[config.mk]
export PLATFORM = sky130hd
export DESIGN_NAME = vaddr40_gen
export DESIGN_NICKNAME = d
export VERILOG_FILES = /design/src/rtl/vag_pkg.sv /design/src/rtl/vag_rst_sync.sv /design/src/rtl/vag_hcount.sv /design/src/rtl/vag_vcount.sv /design/src/rtl/vag_charpos.sv /design/src/rtl/vaddr40_gen.sv
export SDC_FILE = /design/constraint.sdc
export NUM_CORES = 1
export LEC_CHECK = 0
export ABC_AREA = 1
export BUFFER_PORTS_ARGS = -buffer_cell sky130_fd_sc_hd__clkbuf_2
export CORE_MARGIN = 10
export CORE_UTILIZATION = 52
export CTS_BUF_LIST = sky130_fd_sc_hd__clkbuf_4
export DETAILED_ROUTE_END_ITERATION = 12
export PLACE_DENSITY_LB_ADDON = 0.3
export SLEW_MARGIN = 20
export SYNTH_ARGS = -nofsm -noshare
export SYNTH_HDL_FRONTEND = slang
export SYNTH_HIERARCHICAL = 1
export SYNTH_SLANG_ARGS = --single-unit
[constraint.sdc]
create_clock -name clk -period 2.6 [get_ports clk]
set_input_delay 0.52 -clock clk [delete_from_list [all_inputs] [get_ports clk]]
set_output_delay 0.52 -clock clk [all_outputs]
set_load 0.02 [all_outputs]
[src/rtl/vag_pkg.sv]
package vag_pkg;

  // Vertical step events produced once per line change.
  typedef struct packed {
    logic line_step;   // column wrapped, line moves on
    logic row_end;     // last pixel line of a visible character row is ending
    logic frame_wrap;  // last line of the frame is ending
  } vstep_t;

endpackage

[src/rtl/vag_rst_sync.sv]
module vag_rst_sync (
  input  logic clk,
  input  logic rst_n,
  output logic rst_sync_n
);

  logic [1:0] sync_q;
  logic [1:0] sync_d;

  always_comb begin
    sync_d = {sync_q[0], 1'b1};
  end

  always_ff @(posedge clk or negedge rst_n) begin
    if (!rst_n) begin
      sync_q <= 2'b00;
    end else begin
      sync_q <= sync_d;
    end
  end

  assign rst_sync_n = sync_q[1];

endmodule

[src/rtl/vag_hcount.sv]
module vag_hcount #(
  parameter int HTOTAL = 64,
  parameter int COLS   = 40,
  parameter int COL_W  = 6
) (
  input  logic clk,
  input  logic rst_n,
  input  logic slot_en,
  output logic hborder,
  output logic wrap
);

  localparam logic [COL_W-1:0] COL_LAST = COL_W'(HTOTAL - 1);

  logic [COL_W-1:0] col_q;
  logic [COL_W-1:0] col_d;

  // next-state
  always_comb begin
    col_d = col_q;
    if (col_q == COL_LAST) begin
      col_d = '0;
    end else begin
      col_d = col_q + 1'b1;
    end
  end

  // register with explicit clock enable
  always_ff @(posedge clk or negedge rst_n) begin
    if (!rst_n) begin
      col_q <= '0;
    end else if (slot_en) begin
      col_q <= col_d;
    end
  end

  assign wrap = slot_en & (col_q == COL_LAST);

  // Border decode: cheap gate form for the 40-of-64 case, comparator otherwise.
  generate
    if (HTOTAL == 64 && COLS == 40) begin : g_gate
      assign hborder = col_q[5] & (col_q[4] | col_q[3]);
    end else begin : g_cmp
      localparam logic [COL_W-1:0] COL_LIM = COL_W'(COLS);
      assign hborder = (col_q >= COL_LIM);
    end
  endgenerate

  // no slot, no movement
  a_r2_col_hold: assert property (@(posedge clk) disable iff (!rst_n)
    !slot_en |=> $stable(col_q));

  // a slot moves the column by exactly one
  a_r2_col_step: assert property (@(posedge clk) disable iff (!rst_n)
    (slot_en && col_q != COL_LAST) |=> (col_q == $past(col_q) + 1'b1));

  // a wrap lands on column 0
  a_r4_col_wrap: assert property (@(posedge clk) disable iff (!rst_n)
    wrap |=> (col_q == '0));

endmodule

[src/rtl/vag_vcount.sv]
module vag_vcount
  import vag_pkg::*;
#(
  parameter int VTOTAL       = 312,
  parameter int ACTIVE_LINES = 200,
  parameter int ROW_LINES    = 8,
  parameter int LINE_W       = 9,
  parameter int SUB_W        = 3
) (
  input  logic             clk,
  input  logic             rst_n,
  input  logic             wrap,
  output logic [SUB_W-1:0] sub,
  output logic             vactive,
  output vstep_t           steps
);

  localparam logic [LINE_W-1:0] LINE_LAST = LINE_W'(VTOTAL - 1);
  localparam logic [LINE_W-1:0] ACT_LIM   = LINE_W'(ACTIVE_LINES);
  localparam logic [LINE_W-1:0] ACT_LAST  = LINE_W'(ACTIVE_LINES - 1);
  localparam logic [SUB_W-1:0]  SUB_LAST  = SUB_W'(ROW_LINES - 1);

  logic [LINE_W-1:0] line_q;
  logic [LINE_W-1:0] line_d;

  always_comb begin
    line_d = line_q;
    if (line_q == LINE_LAST) begin
      line_d = '0;
    end else begin
      line_d = line_q + 1'b1;
    end
  end

  always_ff @(posedge clk or negedge rst_n) begin
    if (!rst_n) begin
      line_q <= '0;
    end else if (wrap) begin
      line_q <= line_d;
    end
  end

  assign sub     = line_q[SUB_W-1:0];
  assign vactive = (line_q < ACT_LIM);

  always_comb begin
    steps.line_step  = wrap;
    steps.row_end    = wrap & (sub == SUB_LAST) & (line_q < ACT_LAST);
    steps.frame_wrap = wrap & (line_q == LINE_LAST);
  end

  // line steps by one on a wrap, or returns to 0 at frame end
  a_r4_line_step: assert property (@(posedge clk) disable iff (!rst_n)
    (wrap && line_q != LINE_LAST) |=> (line_q == $past(line_q) + 1'b1));

  // line is frozen between wraps
  a_r4_line_hold: assert property (@(posedge clk) disable iff (!rst_n)
    !wrap |=> $stable(line_q));

  // frame end brings the line back to 0
  a_r8_line_restart: assert property (@(posedge clk) disable iff (!rst_n)
    steps.frame_wrap |=> (line_q == '0));

endmodule

[src/rtl/vag_charpos.sv]
module vag_charpos
  import vag_pkg::*;
#(
  parameter int COLS  = 40,
  parameter int ROWS  = 25,
  parameter int POS_W = 10
) (
  input  logic             clk,
  input  logic             rst_n,
  input  logic             slot_en,
  input  logic             cell_active,
  input  vstep_t           steps,
  output logic [POS_W-1:0] pos
);

  localparam logic [POS_W-1:0] COLS_P  = POS_W'(COLS);
  localparam logic [POS_W-1:0] POS_MAX = POS_W'(COLS * ROWS);

  logic [POS_W-1:0] base_q, base_d;
  logic [POS_W-1:0] pos_q,  pos_d;

  // next-state: frame restart beats line reload beats cell increment
  always_comb begin
    base_d = base_q;
    pos_d  = pos_q;
    if (steps.frame_wrap) begin
      base_d = '0;
      pos_d  = '0;
    end else if (steps.line_step) begin
      if (steps.row_end) begin
        base_d = base_q + COLS_P;
      end
      pos_d = base_d;
    end else if (cell_active) begin
      pos_d = pos_q + 1'b1;
    end
  end

  always_ff @(posedge clk or negedge rst_n) begin
    if (!rst_n) begin
      base_q <= '0;
      pos_q  <= '0;
    end else if (slot_en) begin
      base_q <= base_d;
      pos_q  <= pos_d;
    end
  end

  assign pos = pos_q;

  // frame restart clears both base and position
  a_r8_frame_restart: assert property (@(posedge clk) disable iff (!rst_n)
    steps.frame_wrap |=> (pos_q == '0 && base_q == '0));

  // a plain line step restarts at the unchanged row base
  a_r9_line_reload: assert property (@(posedge clk) disable iff (!rst_n)
    (steps.line_step && !steps.row_end && !steps.frame_wrap)
      |=> (pos_q == $past(base_q)));

  // the running position never passes the screen size
  a_r7_pos_limit: assert property (@(posedge clk) disable iff (!rst_n)
    pos_q <= POS_MAX);

endmodule

[src/rtl/vaddr40_gen.sv]
module vaddr40_gen #(
  parameter int              COLS         = 40,
  parameter int              HTOTAL       = 64,
  parameter int              ROW_LINES    = 8,
  parameter int              ROWS         = 25,
  parameter int              VTOTAL       = 312,
  parameter int              LINE_STRIDE  = 1024,
  parameter int              ADDR_W       = 16,
  parameter logic [ADDR_W-1:0] BMP_BASE   = 16'h4000,
  parameter logic [ADDR_W-1:0] ATR_BASE   = 16'h6000
) (
  input  logic              clk,
  input  logic              rst_n,
  input  logic              slot_en,
  output logic [ADDR_W-1:0] bmp_addr,
  output logic [ADDR_W-1:0] atr_addr,
  output logic              border,
  output logic              addr_valid
);

  import vag_pkg::*;

  localparam int ACTIVE_LINES = ROWS * ROW_LINES;
  localparam int COL_W        = $clog2(HTOTAL);
  localparam int LINE_W       = $clog2(VTOTAL);
  localparam int SUB_W        = $clog2(ROW_LINES);
  localparam int POS_W        = $clog2(COLS * ROWS + 1);
  localparam int STRIDE_SH    = $clog2(LINE_STRIDE);
  localparam logic [ADDR_W-1:0] ATR_LAST  = ATR_BASE + ADDR_W'(COLS * ROWS - 1);
  localparam logic [STRIDE_SH-1:0] OFF_LIM = STRIDE_SH'(COLS * ROWS);

  logic             rst_sync_n;
  logic             hborder;
  logic             wrap;
  logic [SUB_W-1:0] sub;
  logic             vactive;
  vstep_t           steps;
  logic [POS_W-1:0] pos;
  logic             cell_active;
  logic [ADDR_W-1:0] pos_ext;
  logic [ADDR_W-1:0] sub_off;

  vag_rst_sync u_rst_sync (
    .clk        (clk),
    .rst_n      (rst_n),
    .rst_sync_n (rst_sync_n)
  );

  vag_hcount #(
    .HTOTAL (HTOTAL),
    .COLS   (COLS),
    .COL_W  (COL_W)
  ) u_hcount (
    .clk     (clk),
    .rst_n   (rst_sync_n),
    .slot_en (slot_en),
    .hborder (hborder),
    .wrap    (wrap)
  );

  vag_vcount #(
    .VTOTAL       (VTOTAL),
    .ACTIVE_LINES (ACTIVE_LINES),
    .ROW_LINES    (ROW_LINES),
    .LINE_W       (LINE_W),
    .SUB_W        (SUB_W)
  ) u_vcount (
    .clk     (clk),
    .rst_n   (rst_sync_n),
    .wrap    (wrap),
    .sub     (sub),
    .vactive (vactive),
    .steps   (steps)
  );

  assign cell_active = ~hborder & vactive;

  vag_charpos #(
    .COLS  (COLS),
    .ROWS  (ROWS),
    .POS_W (POS_W)
  ) u_charpos (
    .clk         (clk),
    .rst_n       (rst_sync_n),
    .slot_en     (slot_en),
    .cell_active (cell_active),
    .steps       (steps),
    .pos         (pos)
  );

  // address composition
  always_comb begin
    pos_ext    = ADDR_W'(pos);
    sub_off    = ADDR_W'(sub) << STRIDE_SH;
    border     = ~cell_active;
    addr_valid = cell_active;
    if (cell_active) begin
      bmp_addr = BMP_BASE + sub_off + pos_ext;
      atr_addr = ATR_BASE + pos_ext;
    end else begin
      bmp_addr = '0;
      atr_addr = '0;
    end
  end

  // border slots issue nothing
  a_r3_border_quiet: assert property (@(posedge clk) disable iff (!rst_sync_n)
    border |-> (!addr_valid && bmp_addr == '0 && atr_addr == '0));

  // attribute address stays inside its window
  a_r6_attr_window: assert property (@(posedge clk) disable iff (!rst_sync_n)
    addr_valid |-> (atr_addr >= ATR_BASE && atr_addr <= ATR_LAST));

  // bitmap and attribute share the same cell offset
  a_r5_offset_pair: assert property (@(posedge clk) disable iff (!rst_sync_n)
    addr_valid |-> (bmp_addr[STRIDE_SH-1:0] == STRIDE_SH'(atr_addr - ATR_BASE)));

  // the unused tail of each pixel-line block is never touched
  a_r7_tail_unused: assert property (@(posedge clk) disable iff (!rst_sync_n)
    addr_valid |-> (bmp_addr[STRIDE_SH-1:0] < OFF_LIM));

endmodule

; ---- Word-level counts from Yosys, hierarchy flattened
; Index checks and enable logic that the tools add are counted.
[op_classes]
n_addsub = 7
n_eq_ne = 3
bitwise_logic = 9
n_reduce_logical = 4
n_lt_le_gt_ge = 2
n_mux = 10
[ops]
columns = operator, n
row1 = 2-to-1 mux 10 bit, 6
row2 = 2-to-1 mux 16 bit, 2
row3 = "< comparator 9 x 8 -> 1 bit, second input constant", 2
row4 = "adder 15 x 10 -> 16 bit, first input constant", 1
row5 = "adder 15 x 13 -> 16 bit, first input constant", 1
row6 = adder 16 x 10 -> 16 bit, 1
row7 = "adder 10 x 1 -> 10 bit, second input constant", 1
row8 = "adder 10 x 6 -> 10 bit, second input constant", 1
row9 = "adder 9 x 1 -> 9 bit, second input constant", 1
row10 = "== test 9 bit, second input constant", 1
row11 = 2-to-1 mux 9 bit, 1
row12 = "adder 6 x 1 -> 6 bit, second input constant", 1
row13 = AND 1 bit, 6
row14 = "== test 6 bit, second input constant", 1
row15 = 2-to-1 mux 6 bit, 1
row16 = AND reduction 2 bit, 2
row17 = "== test 3 bit, second input constant", 1
row18 = nonzero test 3 bit, 1
row19 = NOT 1 bit, 2
row20 = nonzero test 2 bit, 1
row21 = OR 1 bit, 1
[word_totals]
register_bits = 37
in_bits = 3
output_inout_bits = 34

; ---- Logic depth before layout (Yosys ltp)
; Gate-level depths: netlist of run 1.
[logic_depth]
depth_word = 7
mapped_depth = 16
mapped_depth_nobuf = 15

; ---- Hierarchy
; The synthesis of run 1 kept the hierarchy.
[by_module_without_submodules]
columns = module, instances, cells_each, area_each_um2, seq_area_each_um2
row1 = vag_charpos, 1, 162, 1121.1, 425.4
row2 = vag_vcount, 1, 90, 643.1, 225.2
row3 = vaddr40_gen, 1, 50, 342.8, 0.0
row4 = vag_hcount, 1, 44, 321.6, 150.1
row5 = vag_rst_sync, 1, 3, 53.8, 50.0

; ---- Worst setup path before layout of run 1
; No wires, ideal clock.
[synth_path]
kind = reg2reg
from = register u_hcount.col_q[0]
to = register u_charpos.pos_q[9] (netlist: u_charpos/pos[9])
arrival_time_ps = 2001
path_buffers = 1
stages_incl_launch_ff = 16
required_time_ps = 2483
slack_ps = 482
cell_sequence = dfrtp_1 -> ha_1 -> nand3_1 -> nor2_1 -> buf_6 -> inv_6 -> nor2_2 -> nand2_1 -> nor2_1 -> inv_2 -> nor2_4 -> nand4_1 -> nand2_1 -> nand2_1 -> nand3_1 -> nand2_1
[synth_lines]
columns = element, line
row1 = from (decl), vag_hcount.sv:15  ; logic [COL_W-1:0] col_q;
row2 = from (signal assigned), vag_hcount.sv:33  ; col_q <= col_d;
row3 = to (signal assigned), vag_charpos.sv:45  ; pos_q <= pos_d;
row4 = to (decl), vag_charpos.sv:20  ; logic [POS_W-1:0] pos_q, pos_d;

; ---- Worst setup path after layout of run 1
[layout_path]
from = register u_vcount.line_q[3]
to = output atr_addr[14]
[layout_via]
elab_chain_len = 3
[layout_rtl]
columns = element, line
row1 = from (decl), vag_vcount.sv:23  ; logic [LINE_W-1:0] line_q;
row2 = from (signal assigned), vag_vcount.sv:39  ; line_q <= line_d;
row3 = < comparator 9 x 8 -> 1 bit, vag_vcount.sv:44  ; assign vactive = (line_q < ACT_LIM);
row4 = net vactive, vaddr40_gen.sv:36  ; logic vactive;
row5 = AND 1 bit, vaddr40_gen.sv:76  ; assign cell_active = ~hborder & vactive;
row6 = 2-to-1 mux 16 bit, vaddr40_gen.sv:97  ; if (cell_active) begin
row7 = to (decl), vaddr40_gen.sv:16  ; output logic [ADDR_W-1:0] atr_addr,
; The timed path passes the listed nets, and every way through them passes these cells.

==> impl_results.md, run 1 <==
* CTS root buf: clkbuf_4
* Antenna cells at 0
* Outcome: finished clean
* Total area of sequential cells at ~850 µm²
* Peak supply drop at around 0.35 mV
* Setup crit end kind: primary output
* WL final at 4.79 mm
* CP dominant cell by count: inv_1
* Final setup fails at 0
* Synth-to-Final Area Change at 4.84%
* Remaining Overflow, GRT at 0
* Crit share post-route at approximately nine tenths
* RSZ-0062 raised after global routing: no
* Nets at ~380
* Initial drt markers at ~130
* Total power at 2.00 mW
* Req. time, crit path at approximately 2100 ps
* Seq pwr share at about two fifths
* Critical-path top delay cell: dfrtp_1
* Power density over cell area at 768 mW/mm²
* Reg clk slew, reported paths at about 100 ps
* Finished layout cell area at between 0.002 and 0.003 mm²
* #FFs+latches synth at 34
* FMAX at roughly 430 MHz
* Number of global-route vias before repair at around 1900
* RR Startpoint: u_hcount/col_q[0]
* Critical path launch point type: register
* Seq/Total Area, Yosys at roughly 34%
* Core area at 0.00466 mm²
* Multi-input gate area at between 0.001 and 0.0015 mm²
* Sw Share at 46.1%
* CP cell instances: inv_1 > nand2_1 > o22ai_2 > nand2_4 > inv_1 > clkbuf_2
* TritonRoute pass-1 iters at 4
* Die ar. at 0.00794 mm²
* Fin Setup TNS at 0 ps
* Starting Density at between 50 and 60%
* Layout cells sized above 1 at 19.7%
* Via density at 4.85
* Dpl cell area at approximately 0.0025 mm²
* Setup Buffers After CTS at 0
* Pin count of the biggest net entering global routing at 27
* Final core occ at 55.8%
* Cell area after synthesis at between 0.002 and 0.0025 mm²
* Io pins at 37
* Final ANT Viol Nets at 0
* Logic pwr share at 46.6%
* # Max-Cap Violations at 0
* Port-buffer cells at 30
* Hold slack at roughly 120 ps
* Critical Path Max Stage Delay at 460 ps
* Die width at ~89 µm
* Crit path launch: u_vcount/line_q[3]
* Post-Syn Instances at between 300 and 400
* CP max FO at 15
* Fin. max-slew vios at 0
* WS Path Type: reg2out
* Detailed Place HPWL at ~3.8 mm
* Clock share of power at between 10% and 20%
* Leak at around 1.4 nW
* Tmin final at between 2000 and 2500 ps
* Antenna violations before repair at 0
* Inserted Clock Buffers at 5
* Routability Congestion at 0.862
* CTS Sinks at 34
* Max Root-Sink Buffers at 2
* GRT Overall Usage at around 13%
* Syn_area_per_cell at between 7 and 8 µm²
* Hold crit path type: reg2async
* Clk Latency, worst-skew pair at approximately 320 ps
* Clock Skews at between 7 and 8 ps
* Final Hold Violating Endpoints at 0
* CTS tree: done
* Sw power at a little over 900 µW
* Filler cell count at approximately 440
* # H-tree levels at 2
* Worst Path Arrival at approximately 1800 ps
* Vias after detailed routing at 2057
* Cell variety after synth at 33
* Global-route wire length before repair at between 8 and 9 mm
* Yosys warns at 6
* P_int at 1.08 mW
* Wire per inst at ~11 µm
* Drc violations at 0
* Die Height at a little under 90 µm
* Rows at 25
[cell usage after synthesis (all sizes together)]
library cell  number  share of area, %
nand2             92                15
a22o               1              0.40
a31oi              1              0.25
inv               66                10
o21bai             1              0.30
a21oi              4              0.81
o21a               2              0.60
nand4              6               1.5
or2                1              0.25
buf               26               8.7
nand3b             1              0.30
o21ai             17               3.9
nand3             33               6.9
dfrtp             34                34
xnor2              2              0.71
o22ai              5               1.3
conb               2              0.30
ha                 5               2.5
nor2              46                11
nor3               2              0.40
xor2               2              0.71
[per-stage QoR]
step	setup slack (ps)	instances
after floorplan	482	354
after global placement	333	416
after detailed placement	243	416
after CTS	150	424
after global routing	110	424
final	272	424
[routing by layer]
metal  GRT usage, %  share of wire [%]
met1           16.1                 48
met2           20.1                 43
met3           3.83                8.0
met4           3.90               0.79
met5              0                  0
[flip-flops by register name, summed over array words and instances, names as in the netlist]
register / cells
u_hcount/col_q: 6
u_rst_sync/sync_q: 2
u_charpos/pos: 10
u_charpos/base_q: 7
u_vcount/line_q: 9
[area by class of cell]
class                      count  area share [%]
multi-input combinational    228            45.6
sequential                    34            32.7
inverter                      66            9.81
clock buffer                   7            2.02
tap                           54            2.60
timing repair buffer          35            7.31
[power groups by stage]
stage | registers, mW | logic, mW | clock network (mW)
global route | 0.805 | 1.05 | 0.323
global placement | 0.789 | 0.935 | 0
detailed placement | 0.791 | 0.939 | 0
CTS | 0.779 | 0.942 | 0.303
floorplan | 0.761 | 0.847 | 0
finish | 0.781 | 0.931 | 0.287
[cells by family after synthesis]
logic type,after synthesis,share of synthesized area [%]
flip-flops,34,34.3
other,2,0.303
buffers and inverters,92,19.0
adder cells (fa/ha/maj),5,2.52
AND/OR/NAND/NOR,181,35.0
XOR/XNOR,4,1.41
AO/OA/AOI/OAI,31,7.51
[cells in the final DEF (no fill, tap or decap), types with 3 or more instances in the layout]
| cell | instances |
|---|---|
| nand2_1 | 87 |
| nand3_1 | 32 |
| clkbuf_2 | 30 |
| nand4_1 | 6 |
| conb_1 | 7 |
| o21ai_1 | 7 |
| dfrtp_1 | 34 |
| clkbuf_4 | 7 |
| nor2_1 | 31 |
| inv_1 | 58 |
| o22ai_1 | 4 |
| nand2_2 | 3 |
| nor2_4 | 12 |
| o21ai_0 | 9 |
| ha_1 | 5 |
| nor2_2 | 3 |
| inv_2 | 6 |
| a21oi_1 | 4 |
| buf_4 | 4 |
[repair_timing]
| item | CTS | global route |
|---|---|---|
| hold buffers | 1 | 0 |
| resized for setup | 0 | 1 |
| hold endpoints to repair | 2 | 0 |
| setup endpoints to repair | 0 | 6 |
[worst paths after layout]
path / slack (ps) / cells past startpoint / endpoint
max in group asynchronous: 1840 / 1 / u_hcount/col_q[5]
min in group clk: 360 / 0 / u_rst_sync/sync_q[1]
worst max-delay path: 270 / 6 / atr_addr[14]
worst min-delay path: 120 / 0 / u_vcount/line_q[5]
worst min register to register: 120 / 0 / u_vcount/line_q[5]
worst max register to register: 380 / 13 / u_charpos/pos[6]
[worst max-delay path, delay by kind of cell (launching register included)]
| kind | cells | cell delay (ps) |
|---|---|---|
| simple gates | 2 | 320 |
| compound gates | 1 | 210 |
| flops | 1 | 460 |
| buf+inv | 3 | 510 |
No activity file was read; power rests on OpenSTA's default activity.
==> run 2, diff against run 1 <==
--- a/config.mk
+++ b/config.mk
@@ -7,8 +7,9 @@
 export LEC_CHECK = 0
 export ABC_AREA = 1
 export BUFFER_PORTS_ARGS = -buffer_cell sky130_fd_sc_hd__clkbuf_2
+export CAP_MARGIN = 10
 export CORE_MARGIN = 10
-export CORE_UTILIZATION = 52
+export CORE_UTILIZATION = 60
 export CTS_BUF_LIST = sky130_fd_sc_hd__clkbuf_4
 export DETAILED_ROUTE_END_ITERATION = 12
 export PLACE_DENSITY_LB_ADDON = 0.3
==> impl_results.md, run 2 (synthesis results as in run 1) <==
* Critical path launch point type: register
* Least-Margin Pin Slew at roughly 640 ps
* Number of global-route vias before repair at 2025 (+8.2%)
* Detailed Place HPWL at 4.00 mm (+6.4%)
* Outcome: finished clean
* Antenna cells at 0 (unchanged)
* GRT Overall Usage at 14.8% (+2.1 points)
* Multi-input gate area at 0.00118 mm² (-0.32%)
* Reg2reg path depth at 13 (unchanged)
* Power density over cell area at 800 mW/mm² (+4.1%)
* # H-tree levels at 2 (unchanged)
* Vias after detailed routing at 2148 (+4.4%)
* Io pins at 37 (unchanged)
* Crit share post-route at 94.0% (+4.5 points)
* Drc violations at 0 (unchanged)
* RR Startpoint: u_hcount/col_q[0]
* RSZ-0062 raised after global routing: no
* Inserted Clock Buffers at 5 (unchanged)
* Total area of sequential cells at 851 µm² (unchanged)
* TritonRoute pass-1 iters at 4 (unchanged)
* CP max FO at 15 (unchanged)
* Hold crit path type: reg2async
* Global-route wire length before repair at 9.00 mm (+8.9%)
* Final ANT Viol Nets at 0 (unchanged)
* CTS tree: done
* Rows at 23 (-8.0%)
* Layout cells sized above 1 at 20.4% (+0.65 points)
* Die Height at 84.3 µm (-5.4%)
* Routability Congestion at 0.873 (+1.2%)
* Nets at 380 (+0.53%)
* Initial drt markers at 107 (-20%)
* Most common cell after layout, fill and taps aside: nand2_1
* Max reg flops at 10 (unchanged)
* RR Endpoint: u_charpos/pos[6]
* FMAX at 409 MHz (-4.8%)
* Tmin final at 2440 ps (+116 ps)
* Core area at 0.00400 mm² (-14%)
* Die width at 84.3 µm (-5.4%)
* Die ar. at 0.00711 mm² (-10%)
* Pin count of the biggest net entering global routing at 18 (-33%)
* # Max-Cap Violations at 0 (unchanged)
* Max Root-Sink Buffers at 2 (unchanged)
* CTS root buf: clkbuf_4
* Final setup fails at 0 (unchanged)
* Clock Skews at 17.3 ps (+9.77 ps)
* R2r setup slk at 290 ps (-90 ps)
* Clk Latency, worst-skew pair at 350 ps (+30 ps)
* Via density at 5.08 (+4.7%)
* Final Hold Violating Endpoints at 0 (unchanged)
* Port-buffer cells at 30 (unchanged)
* WS Path Type: reg2out
* Synth-to-Final Area Change at 6.10%
* Remaining Overflow, GRT at 0 (unchanged)
* Most frequent cells in the layout: nand2_1 (87), inv_1 (58), dfrtp_1 (34)
* Antenna violations before repair at 0 (unchanged)
* Starting Density at 62.1% (+8.8 points)
* CTS Sinks at 34 (unchanged)
* Reg clk slew, reported paths at 120 ps (+20 ps)
* Setup crit end kind: primary output
* Fin Setup TNS at 0 ps (unchanged)
* WL final at 5.01 mm (+4.6%)
* Filler cell count at 357 (-19%)
* Worst Path Arrival at 1920 ps (+110 ps)
* Setup Buffers After CTS at 0 (unchanged)
* Fin. max-slew vios at 0 (unchanged)
* Peak supply drop at 0.469 mV (+33%)
* Req. time, crit path at 2080 ps (about the same)
* Wire per inst at 11.8 µm (+4.9%)
* Total power at 2.11 mW (+5.3%)
* Leak at 1.41 nW (+0.36%)
* Slew margin rel. at around 58%
[run 2: layout make-up]
type,count,area share [%]
Sequential cell,34,32.3
Clock buffer,5,1.43
Multi-Input combinational cell,228,44.9
Timing Repair Buffer,37,7.79
Tap cell,50,2.38
Inverter,66,9.69
Clock inverter,3,1.52
[run 2: power by group]
group,internal (mW),total (mW),leakage (nW),switching (mW)
combinational,0.318,0.941,0.947,0.623
clock,0.199,0.385,0.0450,0.186
sequential,0.639,0.780,0.413,0.141
total,1.16,2.11,1.41,0.950
[run 2: timing repair]
action | CTS | global route
gates resized for setup | 0 | 1
setup endpoints to repair | 0 | 3
hold buffers | 1 | 0
endpoints found under the hold margin | 2 | 0
[run 2: worst max-delay path, stage by stage (launching register included)]
cell and delay (ps):
dfrtp_1 450, inv_1 100, nand2_1 70, o22ai_1 310, nand2_4 260, nor2_1 190
clkbuf_2 190
[run 2: through the flow]
step	hold slack, ps	area, µm²	cells	util, %	setup slack, ps
6_report	259	2630	423	65.8	156
5_1_grt	331	2630	423	65.8	20.4
4_1_cts	284	2630	423	65.8	147
3_5_place_dp	288	2540	414	63.6	281
3_3_place_gp	282	2540	414	63.6	336
2_1_floorplan	224	2500	354	-	482
[run 2: how the worst max path moves through the flow]
stage / startpoint / end / slack (ps) / cells after the start
5_1_grt: u_vcount/line_q[5] / atr_addr[13] / 20 / 6
2_1_floorplan: u_hcount/col_q[0] / u_charpos/pos[9] / 480 / 15
3_3_place_gp: slot_en / u_charpos/pos[7] / 340 / 15
4_1_cts: u_vcount/line_q[5] / atr_addr[14] / 150 / 6
3_5_place_dp: u_hcount/col_q[0] / u_charpos/pos[7] / 280 / 15
6_report: u_vcount/line_q[3] / atr_addr[7] / 160 / 6
[run 2: layer usage]
layer | track usage (%) | up-vias | part of all wire [%]
li1 | - | 1094 | -
met1 | 17.7 | 984 | 45
met2 | 23.3 | 65 | 45
met3 | 5.80 | 5 | 9.2
met4 | 5.78 | 0 | 1.4
met5 | 0 | - | 0
==> run 3, diff against run 2 <==
--- a/config.mk
+++ b/config.mk
@@ -5,7 +5,6 @@
 export SDC_FILE = /design/constraint.sdc
 export NUM_CORES = 1
 export LEC_CHECK = 0
-export ABC_AREA = 1
 export BUFFER_PORTS_ARGS = -buffer_cell sky130_fd_sc_hd__clkbuf_2
 export CAP_MARGIN = 10
 export CORE_MARGIN = 10
==> impl_results.md, run 3 <==
* Clk Latency, worst-skew pair at 330 ps (-20 ps)
* Clock Skews at 14.7 ps (-2.62 ps)
* Rows at 22 (-4.3%)
* Post-synthesis mux area share at 1.50% (+1.5 points)
* Multi-input gate area at 0.00117 mm² (-0.74%)
* Yosys warns at 6 (unchanged)
* Core area at 0.00366 mm² (-8.5%)
* Cell variety after synth at 51 (+55%)
* Final ANT Viol Nets at 0 (unchanged)
* Clock share of power at 12.9% (-5.4 points)
* Die Height at 81.4 µm (-3.5%)
* Syn_area_per_cell at 9.07 µm² (+28%)
* Final core occ at 65.1% (-0.70 points)
* Number of global-route vias before repair at 1696 (-16%)
* WL final at 4.91 mm (-2.0%)
* Critical path launch point type: register
* Detailed Place HPWL at 3.63 mm (-9.3%)
* Initial drt markers at 230 (+110%)
* Cells taking the most area after synthesis: dfrtp_1 (38%), buf_4 (8.0%), o21ai_0 (4.7%)
* Most common cell after layout, fill and taps aside: dfrtp_1
* CTS tree: done
* Hold crit path type: reg2async
* Final Hold Violating Endpoints at 0 (unchanged)
* CP max FO at 14 (-1)
* Sw Share at 47.0% (+1.9 points)
* RSZ-0062 raised after global routing: no
* Post-Syn Instances at 249 (-29%)
* Post-synthesis xor/xnor area fraction at 4.27% (+2.9 points)
* Antenna cells at 0 (unchanged)
* Top delay family on crit path: simple AND/OR/NAND/NOR gates
* Crit share post-route at 93.6% (-0.36 points)
* # H-tree levels at 2 (unchanged)
* Fin Setup TNS at 0 ps (unchanged)
* Inserted Clock Buffers at 5 (unchanged)
* Grt met2 use at 23.9% (+0.63 points)
* Die ar. at 0.00662 mm² (-6.9%)
* RR Endpoint: u_charpos/pos[8]
* R2r setup slk at 320 ps (+30 ps)
* Filler cell count at 310 (-13%)
* Total power at 2.14 mW (+1.4%)
* Most Used Layer, Global Route: met2
* Drc violations at 0 (unchanged)
* Post-synth EDFFs at 0 (unchanged)
* Outcome: finished clean
* TritonRoute pass-1 iters at 5 (+1)
* Setup Buffers After CTS at 0 (unchanged)
* Remaining Overflow, GRT at 0 (unchanged)
* Die width at 81.4 µm (-3.5%)
* Dominant cell type by area after synthesis: dfrtp_1
* Tmin final at 2430 ps (-9.47 ps)
* FMAX at 411 MHz (+0.39%)
* Max reg flops at 10 (unchanged)
* Commonest cells in the netlist: dfrtp_1 (34), buf_4 (24), nand2_1 (22)
* FFs w/ async S/R, synth at 100% (unchanged)
* Req. time, crit path at 2080 ps (about the same)
* Wire per inst at 15.5 µm (+31%)
* #FFs+latches synth at 34 (unchanged)
* Critical-path top delay cell: dfrtp_1
* Starting Density at 61.7% (-0.37 points)
* WS Path Type: reg2out
* CTS root buf: clkbuf_4
* Io pins at 37 (unchanged)
* Pin count of the biggest net entering global routing at 33 (+15)
* CTS Sinks at 34 (unchanged)
* Layout cells sized above 1 at 21.9% (+1.6 points)
* P_int at 1.13 mW (-2.1%)
* Fin. max-slew vios at 0 (unchanged)
* Seq pwr share at 36.7% (-0.3 points)
* Global-route wire length before repair at 8.15 mm (-9.4%)
* GR Util met1 at 20.3% (+2.6 points)
* CP cell instances: nor4_1 > nand2b_1 > nor2b_1 > buf_4 > clkbuf_2
* Setup crit end kind: primary output
* Reg2reg path depth at 10 (-3)
* Max Root-Sink Buffers at 2 (unchanged)
* Port-buffer cells at 30 (unchanged)
* Power density over cell area at 896 mW/mm² (+12%)
* Routability Congestion at 0.909 (+4.1%)
* Top-count cell post-synth: dfrtp_1
* Final setup fails at 0 (unchanged)
* Peak supply drop at 0.398 mV (-15%)
* Via density at 5.92 (+17%)
* Post-synthesis simple-gate area fraction at 25.8% (-9.2 points)
* Reg clk slew, reported paths at 110 ps (about the same)
* Cell area after synthesis at 0.00226 mm² (-9.0%)
* Met3 Usage GRT at 3.64% (-2.2 points)
* Logic pwr share at 50.4% (+5.7 points)
* Leak at 1.16 nW (-18%)
* Combinational family with the most area after synthesis: simple AND/OR/NAND/NOR gates
* Post-synth top area share at 37.7% (+3.4 points)
* Buffers plus inverters on the worst setup path at 2 (unchanged)
* Antenna violations before repair at 0 (unchanged)
* Worst Path Arrival at 1910 ps (about the same)
* GRT Overall Usage at 15.2% (+0.40 points)
* Slew margin rel. at 66.4% (+8.8 points)
* Nets at 276 (-27%)
* Synth-to-Final Area Change at 5.60%
* Seq/Total Area, Yosys at 37.7% (+3.4 points)
* Most frequent cells in the layout: dfrtp_1 (34), clkbuf_2 (30), nand2_1 (22)
* # Max-Cap Violations at 0 (unchanged)
* Sw power at 1.00 mW (+5.7%)
* Total area of sequential cells at 851 µm² (unchanged)
* Least-Margin Pin Slew at 499 ps (-137 ps)
* Adder-Cell Fraction of Synth Area at 2.77% (+0.25 points)
* Vias after detailed routing at 1876 (-13%)
* Synth Flop Type: dfrtp_1
* RR Startpoint: u_hcount/col_q[0]
* Synth Area in Compound Gates at 16.3% (+8.8 points)
* Critical Path Max Stage Delay at 480 ps (+30 ps)
[run 3: layout make-up]
cell class,count,share of cell area (%)
timing repair buffer,38,8.92
tap,48,2.52
clock inverter,3,0.682
inverter,9,1.42
sequential,34,35.7
clock buffer,5,1.57
multi-input combinational,180,49.2
[run 3: kinds of logic (layout without fill, tap and decap cells)]
logic type,count (synthesis),in the layout
AND/OR/NAND/NOR,95,95
other,2,7
buffers and inverters,40,55
AO/OA/AOI/OAI,59,59
multiplexers,3,3
adder cells (fa/ha/maj),5,5
XOR/XNOR,11,11
flip-flops,34,34
[run 3: worst max path at each step]
stage	start	to	slack, ps	depth (start not counted)
5_1_grt	u_vcount/line_q[4]	atr_addr[14]	30	5
2_1_floorplan	u_vcount/line_q[4]	u_charpos/pos[6]	80	8
3_5_place_dp	slot_en	u_charpos/pos[8]	330	9
4_1_cts	u_hcount/col_q[4]	atr_addr[14]	110	5
3_3_place_gp	slot_en	u_charpos/pos[0]	420	9
6_report	u_vcount/line_q[4]	atr_addr[14]	170	5
[run 3: through the flow]
| stage | hold slack [ps] | setup WS (ps) | instance area (µm²) | instances |
|---|---|---|---|---|
| after global placement | 275 | 419 | 2320 | 308 |
| after global routing | 327 | 31.2 | 2380 | 317 |
| after CTS | 285 | 105 | 2380 | 317 |
| after detailed placement | 279 | 328 | 2320 | 308 |
| after floorplan | 224 | 75.2 | 2280 | 254 |
| final | 267 | 165 | 2380 | 317 |
[run 3: power by group through the flow]
stage / combinational (mW) / clock, mW / sequential, mW
CTS: 1.09 / 0.286 / 0.780
global placement: 1.06 / 0 / 0.788
finish: 1.08 / 0.276 / 0.784
floorplan: 0.928 / 0 / 0.759
detailed placement: 1.08 / 0 / 0.791
global route: 1.19 / 0.313 / 0.802
[run 3: what timing repair did]
item | CTS | global route
hold buffers | 1 | 0
gates resized for setup | 0 | 1
setup endpoints to repair | 0 | 4
endpoints found under the hold margin | 2 | 0
[run 3: routing by layer]
metal  vias to the layer above  share of wire, %
li1                        903                 -
met1                       876                46
met2                        91                44
met3                         6               9.1
met4                         0              0.77
met5                         -                 0
